$ cat src/rtl/tmb_pkg.sv
package tmb_pkg;

    typedef enum logic {
        ORDER_BY_ID      = 1'b0,
        ORDER_BY_ARRIVAL = 1'b1
    } order_e;

    function automatic int idx_width(input int n);
        return (n > 1) ? $clog2(n) : 1;
    endfunction

endpackage

$ cat src/rtl/tmb_store.sv
module tmb_store #(
    parameter int NUM_MB = 3,
    parameter int ID_W   = 11,
    parameter int IDX_W  = 2
) (
    input  logic                          clk,
    input  logic                          rst,
    input  logic                          load_en,
    input  logic [IDX_W-1:0]              load_idx,
    input  logic [ID_W-1:0]               load_id,
    input  logic                          clr_en,
    input  logic [IDX_W-1:0]              clr_idx,
    output logic [NUM_MB-1:0]             pend,
    output logic [NUM_MB-1:0][ID_W-1:0]   ids,
    output logic [NUM_MB-1:0][NUM_MB-1:0] older
);

    logic [NUM_MB-1:0] hit;
    logic [NUM_MB-1:0] clr_hit;

    always_comb begin
        for (int k = 0; k < NUM_MB; k++) begin
            hit[k]     = load_en && (load_idx == IDX_W'(k)) && !pend[k];
            clr_hit[k] = clr_en && (clr_idx == IDX_W'(k));
        end
    end

    // older[k][j] set: mailbox k was loaded before mailbox j
    always_ff @(posedge clk) begin
        if (rst) begin
            pend  <= '0;
            ids   <= '0;
            older <= '0;
        end else begin
            for (int k = 0; k < NUM_MB; k++) begin
                if (hit[k]) begin
                    pend[k] <= 1'b1;
                    ids[k]  <= load_id;
                end else if (clr_hit[k]) begin
                    pend[k] <= 1'b0;
                end
                for (int j = 0; j < NUM_MB; j++) begin
                    if (j != k) begin
                        if (hit[j]) begin
                            older[k][j] <= 1'b1;
                        end else if (hit[k]) begin
                            older[k][j] <= 1'b0;
                        end
                    end
                end
            end
        end
    end

    for (genvar k = 0; k < NUM_MB; k++) begin : g_chk
        // accepted load makes the mailbox pending with the new identifier
        p_load_sets_r2: assert property (@(posedge clk) disable iff (rst)
            (load_en && load_idx == IDX_W'(k) && !pend[k])
            |=> (pend[k] && ids[k] == $past(load_id)));
        // load to a busy mailbox leaves it alone
        p_busy_load_ignored_r3: assert property (@(posedge clk) disable iff (rst)
            (load_en && load_idx == IDX_W'(k) && pend[k] && !(clr_en && clr_idx == IDX_W'(k)))
            |=> (pend[k] && $stable(ids[k])));
        for (genvar j = k + 1; j < NUM_MB; j++) begin : g_pair
            // any two pending mailboxes have exactly one age relation
            p_age_order_r6: assert property (@(posedge clk) disable iff (rst)
                (pend[k] && pend[j]) |-> (older[k][j] != older[j][k]));
        end
    end

endmodule

$ cat src/rtl/tmb_pick.sv
module tmb_pick
    import tmb_pkg::*;
#(
    parameter int NUM_MB = 3,
    parameter int ID_W   = 11,
    parameter int IDX_W  = 2
) (
    input  logic                          clk,
    input  logic                          rst,
    input  order_e                        order,
    input  logic [NUM_MB-1:0]             pend,
    input  logic [NUM_MB-1:0][ID_W-1:0]   ids,
    input  logic [NUM_MB-1:0][NUM_MB-1:0] older,
    output logic                          cand_valid,
    output logic [IDX_W-1:0]              cand_idx
);

    logic [NUM_MB-1:0] win_id;
    logic [NUM_MB-1:0] win_age;
    logic [NUM_MB-1:0] grant;

    always_comb begin
        for (int k = 0; k < NUM_MB; k++) begin
            win_id[k]  = pend[k];
            win_age[k] = pend[k];
            for (int j = 0; j < NUM_MB; j++) begin
                if (j != k && pend[j]) begin
                    if ((ids[j] < ids[k]) || ((ids[j] == ids[k]) && (j < k))) begin
                        win_id[k] = 1'b0;
                    end
                    if (older[j][k]) begin
                        win_age[k] = 1'b0;
                    end
                end
            end
        end
    end

    assign grant = (order == ORDER_BY_ARRIVAL) ? win_age : win_id;

    always_comb begin
        cand_idx = '0;
        for (int k = 0; k < NUM_MB; k++) begin
            if (grant[k]) begin
                cand_idx = IDX_W'(k);
            end
        end
    end

    assign cand_valid = |grant;

    // never more than one winner
    p_grant_onehot_r4: assert property (@(posedge clk) disable iff (rst)
        $onehot0(grant));
    // a pending mailbox always yields a winner
    p_grant_when_pending_r10: assert property (@(posedge clk) disable iff (rst)
        (|pend) |-> (|grant));
    // the winner is itself pending
    p_grant_is_pending_r10: assert property (@(posedge clk) disable iff (rst)
        ((grant & ~pend) == '0));

endmodule

$ cat src/rtl/tmb_lock.sv
module tmb_lock #(
    parameter int IDX_W = 2
) (
    input  logic             clk,
    input  logic             rst,
    input  logic             cand_valid,
    input  logic [IDX_W-1:0] cand_idx,
    input  logic             take,
    input  logic             done,
    output logic             locked,
    output logic             sel_valid,
    output logic [IDX_W-1:0] sel_idx,
    output logic             clr_en,
    output logic [IDX_W-1:0] clr_idx
);

    typedef struct packed {
        logic             on;
        logic [IDX_W-1:0] idx;
    } hold_t;

    hold_t hold_q;

    always_ff @(posedge clk) begin
        if (rst) begin
            hold_q <= '0;
        end else if (hold_q.on) begin
            if (done) begin
                hold_q.on <= 1'b0;
            end
        end else if (take && cand_valid) begin
            hold_q.on  <= 1'b1;
            hold_q.idx <= cand_idx;
        end
    end

    assign locked    = hold_q.on;
    assign sel_valid = hold_q.on || cand_valid;
    assign sel_idx   = hold_q.on ? hold_q.idx : cand_idx;
    assign clr_en    = hold_q.on && done;
    assign clr_idx   = hold_q.idx;

    // take of a valid offer freezes exactly that offer
    p_take_locks_r7: assert property (@(posedge clk) disable iff (rst)
        (!locked && take && cand_valid) |=> (locked && sel_idx == $past(cand_idx)));
    // offer stays fixed while locked
    p_hold_stable_r7: assert property (@(posedge clk) disable iff (rst)
        (locked && !done) |=> (locked && $stable(sel_idx)));
    // take without an offer does not lock
    p_idle_take_r9: assert property (@(posedge clk) disable iff (rst)
        (!locked && !cand_valid) |=> !locked);

endmodule

$ cat src/rtl/tmb_select.sv
module tmb_select
    import tmb_pkg::*;
#(
    parameter int NUM_MB = 3,
    parameter int ID_W   = 11,
    localparam int IDX_W = idx_width(NUM_MB)
) (
    input  logic             clk,
    input  logic             rst,
    input  logic             order_sel,
    input  logic             load_en,
    input  logic [IDX_W-1:0] load_idx,
    input  logic [ID_W-1:0]  load_id,
    input  logic             tx_take,
    input  logic             tx_done,
    output logic             sel_valid,
    output logic [IDX_W-1:0] sel_idx,
    output logic [ID_W-1:0]  sel_id
);

    logic [NUM_MB-1:0]             pend;
    logic [NUM_MB-1:0][ID_W-1:0]   ids;
    logic [NUM_MB-1:0][NUM_MB-1:0] older;
    logic                          cand_valid;
    logic [IDX_W-1:0]              cand_idx;
    logic                          locked;
    logic                          clr_en;
    logic [IDX_W-1:0]              clr_idx;
    order_e                        order;

    assign order = order_e'(order_sel);

    tmb_store #(.NUM_MB(NUM_MB), .ID_W(ID_W), .IDX_W(IDX_W)) u_store (
        .clk      (clk),
        .rst      (rst),
        .load_en  (load_en),
        .load_idx (load_idx),
        .load_id  (load_id),
        .clr_en   (clr_en),
        .clr_idx  (clr_idx),
        .pend     (pend),
        .ids      (ids),
        .older    (older)
    );

    tmb_pick #(.NUM_MB(NUM_MB), .ID_W(ID_W), .IDX_W(IDX_W)) u_pick (
        .clk        (clk),
        .rst        (rst),
        .order      (order),
        .pend       (pend),
        .ids        (ids),
        .older      (older),
        .cand_valid (cand_valid),
        .cand_idx   (cand_idx)
    );

    tmb_lock #(.IDX_W(IDX_W)) u_lock (
        .clk        (clk),
        .rst        (rst),
        .cand_valid (cand_valid),
        .cand_idx   (cand_idx),
        .take       (tx_take),
        .done       (tx_done),
        .locked     (locked),
        .sel_valid  (sel_valid),
        .sel_idx    (sel_idx),
        .clr_en     (clr_en),
        .clr_idx    (clr_idx)
    );

    always_comb begin
        sel_id = '0;
        for (int k = 0; k < NUM_MB; k++) begin
            if (sel_idx == IDX_W'(k)) begin
                sel_id = ids[k];
            end
        end
    end

    // completion frees the mailbox that was locked
    p_done_frees_r8: assert property (@(posedge clk) disable iff (rst)
        (locked && tx_done) |=> (!locked && ((pend >> $past(sel_idx)) & NUM_MB'(1)) == '0));
    // nothing offered in the cycle after reset
    p_reset_idle_r1: assert property (@(posedge clk)
        rst |=> !sel_valid);

endmodule

$ cat config.mk
export PLATFORM = sky130hd
export DESIGN_NAME = tmb_select
export DESIGN_NICKNAME = d
export VERILOG_FILES = /design/src/rtl/tmb_pkg.sv /design/src/rtl/tmb_store.sv /design/src/rtl/tmb_pick.sv /design/src/rtl/tmb_lock.sv /design/src/rtl/tmb_select.sv
export SDC_FILE = /design/constraint.sdc
export NUM_CORES = 1
export LEC_CHECK = 0
export BUFFER_PORTS_ARGS = -buffer_cell sky130_fd_sc_hd__buf_2
export CAP_MARGIN = 20
export CORE_ASPECT_RATIO = 1.25
export CORE_MARGIN = 2
export CORE_UTILIZATION = 50
export DETAILED_ROUTE_END_ITERATION = 8
export GPL_TIMING_DRIVEN = 0
export HOLD_SLACK_MARGIN = 0.12
export PLACE_DENSITY = 0.72
export SLEW_MARGIN = 20
export SYNTH_ARGS = -nofsm -noshare
export SYNTH_HDL_FRONTEND = slang
export SYNTH_HIERARCHICAL = 1
export SYNTH_SLANG_ARGS = --single-unit
export TNS_END_PERCENT = 10
$ cat constraint.sdc
create_clock -name clk -period 2.44 [get_ports clk]
set_input_delay 0.366 -clock clk [delete_from_list [all_inputs] [get_ports clk]]
set_output_delay 0.366 -clock clk [all_outputs]
set_load 0.03 [all_outputs]
==> run summary, run 1 <==
======================================================================================================
Result of the run                                                                         finished, violations left
Violated checks                                                                           negative setup slack
Pwr dens                                                                                  428.2 mW/mm²
Site Rows                                                                                           31
# port buffers                                                                                      32
Clock transition at the register clock pins on the worst setup and hold paths after CTS          80 ps
Cell-by-cell listing of the critical path                                                 inv_2, ha_4, nand4_1, a211oi_2, a2111oi_4, o22a_1, o21ai_4, nor2_2, mux2_4, nor2b_4, buf_12, o2bb2ai_4, buf_6
Synth-to-layout area growth                                                                     38.13%
Global routing usage summed across all routing layers                                           0.2628
Leakage                                                                                       1.686 nW
Topmost layer with routed signal wires                                                            met4
CTS sink count                                                                                      45
TritonCTS clock tree                                                                              done
DRC violations left                                                                                  0
Worst EP arrival                                                                               3090 ps
GRT overflow                                                                                         0
Final setup slack of the worst path                                                           -1012 ps
Standard cell core area                                                                   0.005857 mm²
Clock buffers created by TritonCTS                                                                   5
Antenna diode count                                                                                  0
Final Hold Vio Count                                                                                 0
Worst hold margin                                                                             350.9 ps
Number of buffers inserted for hold repair after clock tree synthesis                                0
Total of fill cells in the finished design                                                         458
RSZ-0062 raised after global routing                                                              true
Fin. max-slew vios                                                                                   0
Antenna-violating nets left                                                                          0
H-tree Lvls                                                                                          2
Layout Nets                                                                                        429
Cell count after synthesis                                                                         322
Startpoint-to-endpoint class of the critical path                                           reg -> out
Antenna violations before repair                                                                     0
Final clock skew                                                                              7.847 ps
Max Cap Viol                                                                                         0
Placed wire-length estimate after detailed placement                                          5.805 mm
Synthesized cell area                                                                     0.003078 mm²
Final count of negative-setup-slack endpoints                                                       14
Area of the multi-input gates                                                             0.002521 mm²
Class of the worst hold path                                                                 in -> reg
Final Cycle Share                                                                                1.415
Post-layout min period                                                                         3452 ps
Wire length of the first global-routing pass                                                  13.44 mm
Overall die width                                                                             74.18 µm
Met1 wire length                                                                              3.465 mm
Starting utilization of the core area                                                           0.5255
Die area                                                                                  0.006803 mm²
Drt pass-1 iters                                                                                     4
Nature of the critical path endpoint                                                        output pin
Nets in the synthesized netlist                                                                    374
Total via count in the routed design                                                              2610
Maximum number of pins on one net before global-route repair                                        14
Max stage delay cell, worst path                                                          sky130_fd_sc_hd__dfxtp_4
Met3 Routed Length                                                                              266 µm
Kind of start point of the critical path                                                     flip-flop
Avg Inst Size Synth                                                                          9.559 µm²
Routability congestion estimate from global placement                                           0.8370
Vias in the first global route                                                                    2791
Largest delay share family, worst path                                                    compound AO/OA/AOI/OAI gates
Worst max-slew margin expressed relative to the limit                                           0.5014
Worst Path Buf+Inv                                                                                   3
Maximum vdd drop                                                                           0.0002550 V
Proportion of layout cells with a drive suffix above 1                                          0.4085
Maximum number of buffers from clock root to sink                                                    2
Number of primary I/O pins                                                                          33
Worst path required time                                                                       2070 ps
Post-detailed-routing wire length                                                             8.194 mm
Detailed-route vias per instance                                                                 5.686
WL per Instance                                                                               17.85 µm
Worst stage delay on the critical path                                                          380 ps
Critical path fanouts, max                                                                           5
DRC violation total after the first TritonRoute iteration                                          143
Highest attainable clock frequency                                                           289.7 MHz
Clock latency of the later-clocked register in the worst-skew pair                              310 ps
Slew at the pin closest to its max-slew limit                                                 744.7 ps
Wire length on met2                                                                           4.196 mm
Clock root buffer                                                                         sky130_fd_sc_hd__clkbuf_8
Post-layout power                                                                             1.820 mW
Synthesis warning total                                                                              6
Area taken by flip-flops and latches                                                         962.2 µm²
Die Height                                                                                    91.72 µm
======================================================================================================
metrics by stage:
stage | instance area, µm² | TNS, ps | cells | util | setup slack [ps]
floorplan | 3558 | -4655 | 322 | - | -435.3
global placement | 3821 | -8426 | 436 | 0.6524 | -747.3
detailed placement | 3821 | -9466 | 436 | 0.6524 | -819.8
CTS | 4240 | -12070 | 459 | 0.7240 | -983.4
global route | 4252 | -14380 | 459 | 0.7259 | -1136
finish | 4252 | -12310 | 459 | 0.7259 | -1012
per-layer routing:
layer | global-route usage | vias to the layer above
li1 | - | 1277
met1 | 0.3104 | 1257
met2 | 0.4539 | 57
met3 | 0.05495 | 19
met4 | 0.1015 | 0
met5 | 0 | -
power by group:
group	internal, mW	switching (mW)
Sequential	0.758	0.0421
Clock	0.195	0.252
Combinational	0.273	0.301
Total	1.23	0.594
timing repair:
| item | CTS | global route |
|---|---|---|
| pin swaps | 14 | 5 |
| cloned | 2 | 0 |
| buffers inserted | 14 | 0 |
| resized for setup | 59 | 2 |
| setup endpoints to repair | 15 | 17 |
final cells by class:
cell class | instances | share of cell area
buffer | 15 | 0.02531
clock buffer | 6 | 0.01707
clock inverter | 1 | 0.001177
inverter | 24 | 0.02119
multi-input combinational | 238 | 0.5930
sequential | 45 | 0.2263
tap | 82 | 0.02413
timing repair buffer | 48 | 0.09182
flip-flops by register name, summed over array words and instances (netlist names):
| register | flops |
|---|---|
| u_store/pend | 3 |
| u_store/older | 6 |
| u_lock/clr_idx | 2 |
| u_lock/locked | 1 |
| u_store/ids | 33 |
cell usage in the layout, fill, tap and decap left out, types with 2 or more instances in the layout:
cell	instances
sky130_fd_sc_hd__dfxtp_1	18
sky130_fd_sc_hd__o2bb2ai_4	10
sky130_fd_sc_hd__nand4bb_1	2
sky130_fd_sc_hd__o21ai_1	2
sky130_fd_sc_hd__nand4_1	8
sky130_fd_sc_hd__dfxtp_4	11
sky130_fd_sc_hd__o22ai_1	9
sky130_fd_sc_hd__nand3_1	3
sky130_fd_sc_hd__inv_1	18
sky130_fd_sc_hd__o21ai_0	3
sky130_fd_sc_hd__buf_16	2
sky130_fd_sc_hd__nand2_1	5
sky130_fd_sc_hd__dfxtp_2	16
sky130_fd_sc_hd__nor2_1	7
sky130_fd_sc_hd__inv_2	6
sky130_fd_sc_hd__a22oi_1	3
sky130_fd_sc_hd__a2111o_1	2
sky130_fd_sc_hd__mux2i_1	36
sky130_fd_sc_hd__clkbuf_1	8
sky130_fd_sc_hd__ha_1	22
sky130_fd_sc_hd__a21oi_2	8
sky130_fd_sc_hd__buf_12	2
sky130_fd_sc_hd__ha_4	11
sky130_fd_sc_hd__nand3b_1	4
sky130_fd_sc_hd__mux2i_4	10
sky130_fd_sc_hd__and3b_1	2
sky130_fd_sc_hd__buf_2	22
sky130_fd_sc_hd__clkbuf_8	5
sky130_fd_sc_hd__buf_6	11
sky130_fd_sc_hd__a211oi_2	6
sky130_fd_sc_hd__nand2b_1	59
sky130_fd_sc_hd__buf_4	18
final timing paths:
path / start / to / slack [ps] / depth (start not counted)
setup reg to reg: u_store/ids[30] / u_lock/locked / 50 / 10
hold reg to reg: u_store/older[2] / u_store/older[2] / 490 / 2
setup / recovery: u_store/ids[28] / sel_id[0] / -1010 / 13
hold / removal: rst / u_lock/locked / 350 / 2
Note: power is estimated with default switching activity, not from simulation.
==> run 2: changes to the inputs <==
ABC_AREA = 1   (was default)
SLEW_MARGIN = 5   (was 20)
==> run summary, run 2 <==
======================================================================================================
Result of the run                                                                         finished, violations left   unchanged
Violated checks                                                                           negative setup slack   unchanged
Post-layout min period                                                                         3193 ps   was 3452 ps
Total Neg Setup Slack                                                                         -9425 ps   was -12310 ps
H-tree Lvls                                                                                          2   unchanged
Cell count after synthesis                                                                         468   was 322
Post-detailed-routing wire length                                                             9.657 mm   was 8.194 mm
Nets in the synthesized netlist                                                                    520   was 374
RSZ-0062 raised after global routing                                                              true   unchanged
Worst path required time                                                                       2070 ps   about the same
Leakage                                                                                       2.027 nW   was 1.686 nW
Final count of negative-setup-slack endpoints                                                       17   was 14
Total of fill cells in the finished design                                                         510   was 458
Synthesis warning total                                                                              6   unchanged
Die Height                                                                                    93.01 µm   was 91.72 µm
Avg Inst Size Synth                                                                          6.772 µm²   was 9.559 µm²
DRC violations left                                                                                  0   unchanged
Global routing usage summed across all routing layers                                           0.2858   was 0.2628
DRC violation total after the first TritonRoute iteration                                          163   was 143
Max FFs per register                                                                                33   unchanged
Final Hold Vio Count                                                                                 0   unchanged
Number of primary I/O pins                                                                          33   unchanged
Starting utilization of the core area                                                           0.5140   was 0.5255
Area taken by flip-flops and latches                                                         938.4 µm²   was 962.2 µm²
Antenna diode count                                                                                  0   unchanged
Clock buffers created by TritonCTS                                                                   5   unchanged
Worst max-slew margin expressed relative to the limit                                           0.5337   was 0.5014
Critical path fanouts, max                                                                           5   unchanged
Pwr dens                                                                                  483.5 mW/mm²   was 428.2 mW/mm²
Layout Nets                                                                                        586   was 429
Startpoint-to-endpoint class of the critical path                                           reg -> out   unchanged
Synthesized cell area                                                                     0.003169 mm²   was 0.003078 mm²
Fin. max-slew vios                                                                                   0   unchanged
Most common cell on crit path                                                             sky130_fd_sc_hd__nand2_1
Clock transition at the register clock pins on the worst setup and hold paths after CTS          90 ps   was 80 ps
Cell-by-cell listing of the critical path                                                 inv_4, ha_4, nand2_2, inv_2, nand2_4, nor2_4, nand4_1, nand2_1, nand2_1, nand2_1, nand2_2, nor2b_4, inv_2, o21ai_4, buf_6, inv_6, clkbuf_16, nand3_4, nand3_4, buf_6   was inv_2, ha_4, nand4_1, a211oi_2, a2111oi_4, o22a_1, o21ai_4, nor2_2, mux2_4, nor2b_4, buf_12, o2bb2ai_4, buf_6
Largest registers                                                                         u_store/ids: 33 flops, u_store/older: 6 flops, u_store/pend: 3 flops   unchanged
Slew at the pin closest to its max-slew limit                                                 699.5 ps   was 744.7 ps
Final setup slack of the worst path                                                          -752.8 ps   was -1012 ps
Maximum number of pins on one net before global-route repair                                        16   was 14
Max stage delay cell, worst path                                                          sky130_fd_sc_hd__dfxtp_2   was sky130_fd_sc_hd__dfxtp_4
Highest attainable clock frequency                                                           313.2 MHz   was 289.7 MHz
Nature of the critical path endpoint                                                        output pin   unchanged
Site Rows                                                                                           32   was 31
Wire length of the first global-routing pass                                                  15.17 mm   was 13.44 mm
TritonCTS clock tree                                                                              done   unchanged
Clock root buffer                                                                         sky130_fd_sc_hd__clkbuf_8   unchanged
Proportion of layout cells with a drive suffix above 1                                          0.3888   was 0.4085
GRT overflow                                                                                         0   unchanged
Kind of start point of the critical path                                                     flip-flop   unchanged
Routability congestion estimate from global placement                                           0.8741   was 0.8370
Placed wire-length estimate after detailed placement                                          6.276 mm   was 5.805 mm
Antenna-violating nets left                                                                          0   unchanged
Maximum number of buffers from clock root to sink                                                    2   unchanged
Most flops, register                                                                       u_store/ids   unchanged
Area of the multi-input gates                                                             0.002340 mm²   was 0.002521 mm²
WL per Instance                                                                               15.58 µm   was 17.85 µm
Worst EP arrival                                                                               2830 ps   was 3090 ps
Pre-CTS WS                                                                                   -404.3 ps   was -819.8 ps
Standard cell core area                                                                   0.006166 mm²   was 0.005857 mm²
Final clock skew                                                                              11.11 ps   was 7.847 ps
Total via count in the routed design                                                              3200   was 2610
Class of the worst hold path                                                                 in -> reg   unchanged
Number of buffers inserted for hold repair after clock tree synthesis                                0   unchanged
Detailed-route vias per instance                                                                 5.161   was 5.686
# port buffers                                                                                      32   unchanged
Max Cap Viol                                                                                         0   unchanged
Drt pass-1 iters                                                                                     4   unchanged
Vias in the first global route                                                                    3294   was 2791
Highest-count cells in the layout ignoring fill and taps                                  97 x sky130_fd_sc_hd__nand2_1, 50 x sky130_fd_sc_hd__inv_1, 50 x sky130_fd_sc_hd__nor2_1   was 59 x sky130_fd_sc_hd__nand2b_1, 36 x sky130_fd_sc_hd__mux2i_1, 22 x sky130_fd_sc_hd__buf_2, 22 x sky130_fd_sc_hd__ha_1
Overall die width                                                                             75.21 µm   was 74.18 µm
CTS sink count                                                                                      45   unchanged
Most common cell after layout, fill and taps aside                                        sky130_fd_sc_hd__nand2_1   was sky130_fd_sc_hd__nand2b_1
Antenna violations before repair                                                                     0   unchanged
Worst stage delay on the critical path                                                          360 ps   was 380 ps
Final Cycle Share                                                                                1.309   was 1.415
Maximum vdd drop                                                                           0.0004046 V   was 0.0002550 V
Clock latency of the later-clocked register in the worst-skew pair                              310 ps   about the same
Die area                                                                                  0.006995 mm²   was 0.006803 mm²
Synth-to-layout area growth                                                                     39.83%   was 38.13%
======================================================================================================
==> run 2: cell count changes in the layout (fill, tap and decap cells not counted), sizes merged, moves of 11 or more <==
| cell | delta |
|---|---|
| nand2 | +118 |
| nor2 | +59 |
| nand2b | -59 |
| a21oi | +24 |
| mux2i | -46 |
| nand3 | +53 |
| buf | +17 |
| o2bb2ai | -11 |
| inv | +44 |
==> run 2: path summary, 6_finish.rpt <==
kind | startpoint | slack (ps) | end | depth (start not counted)
worst max register to register | u_store/ids[32] | -200 | u_lock/clr_idx[0] | 21
worst min-delay path | load_id[1] | 320 | u_store/ids[23] | 3
worst min register to register | u_store/older[1] | 460 | u_store/older[1] | 2
worst max-delay path | u_store/ids[32] | -750 | sel_id[9] | 20
==> run 2: where the power goes <==
group / leakage [nW] / total, mW / switching, mW / internal (mW)
logic: 1.59 / 0.742 / 0.427 / 0.315
clock network: 0.0543 / 0.580 / 0.274 / 0.307
registers: 0.378 / 0.820 / 0.0475 / 0.773
==> run 2: metrics by stage <==
stage / hold WS, ps / total power, mW / cells / utilization / instance area [µm²]
2_1_floorplan: 439.1 / 1.238 / 468 / - / 3412
3_3_place_gp: 449.9 / 1.370 / 585 / 0.5966 / 3679
3_5_place_dp: 452.2 / 1.386 / 585 / 0.5966 / 3679
4_1_cts: 315.9 / 2.072 / 613 / 0.6834 / 4214
5_1_grt: 340.6 / 2.252 / 620 / 0.7188 / 4432
6_report: 316.5 / 2.143 / 620 / 0.7188 / 4432
==> run 2: worst max-delay path, delay by kind of cell (launching register included) <==
kind                     cells  cell delay [ps]
AO/OA/AOI/OAI                1              220
flip-flops                   1              360
adder cells (fa/ha/maj)      1              260
buffers and inverters        7              690
AND/OR/NAND/NOR             11              970
==> run 2: area by class of cell <==
cell class,instances,share of cell area
clock buffer,5,0.01553
clock inverter,3,0.01045
inverter,69,0.06070
multi-input combinational,338,0.5279
timing repair buffer,59,0.1110
tap,85,0.02400
buffer,16,0.03868
sequential,45,0.2117
==> run 2: what timing repair did <==
action | 4_1_cts | 5_1_grt
gates cloned | 1 | 1
pin swaps | 14 | 18
endpoints found under the setup margin | 14 | 17
buffers inserted | 19 | 6
gates resized for setup | 68 | 32
==> run 2: routing by layer <==
layer  track usage  wire length (µm)
met2        0.5212              5093
met5             0                 0
met1        0.3203              3792
met4        0.1184               347
met3       0.04310               424
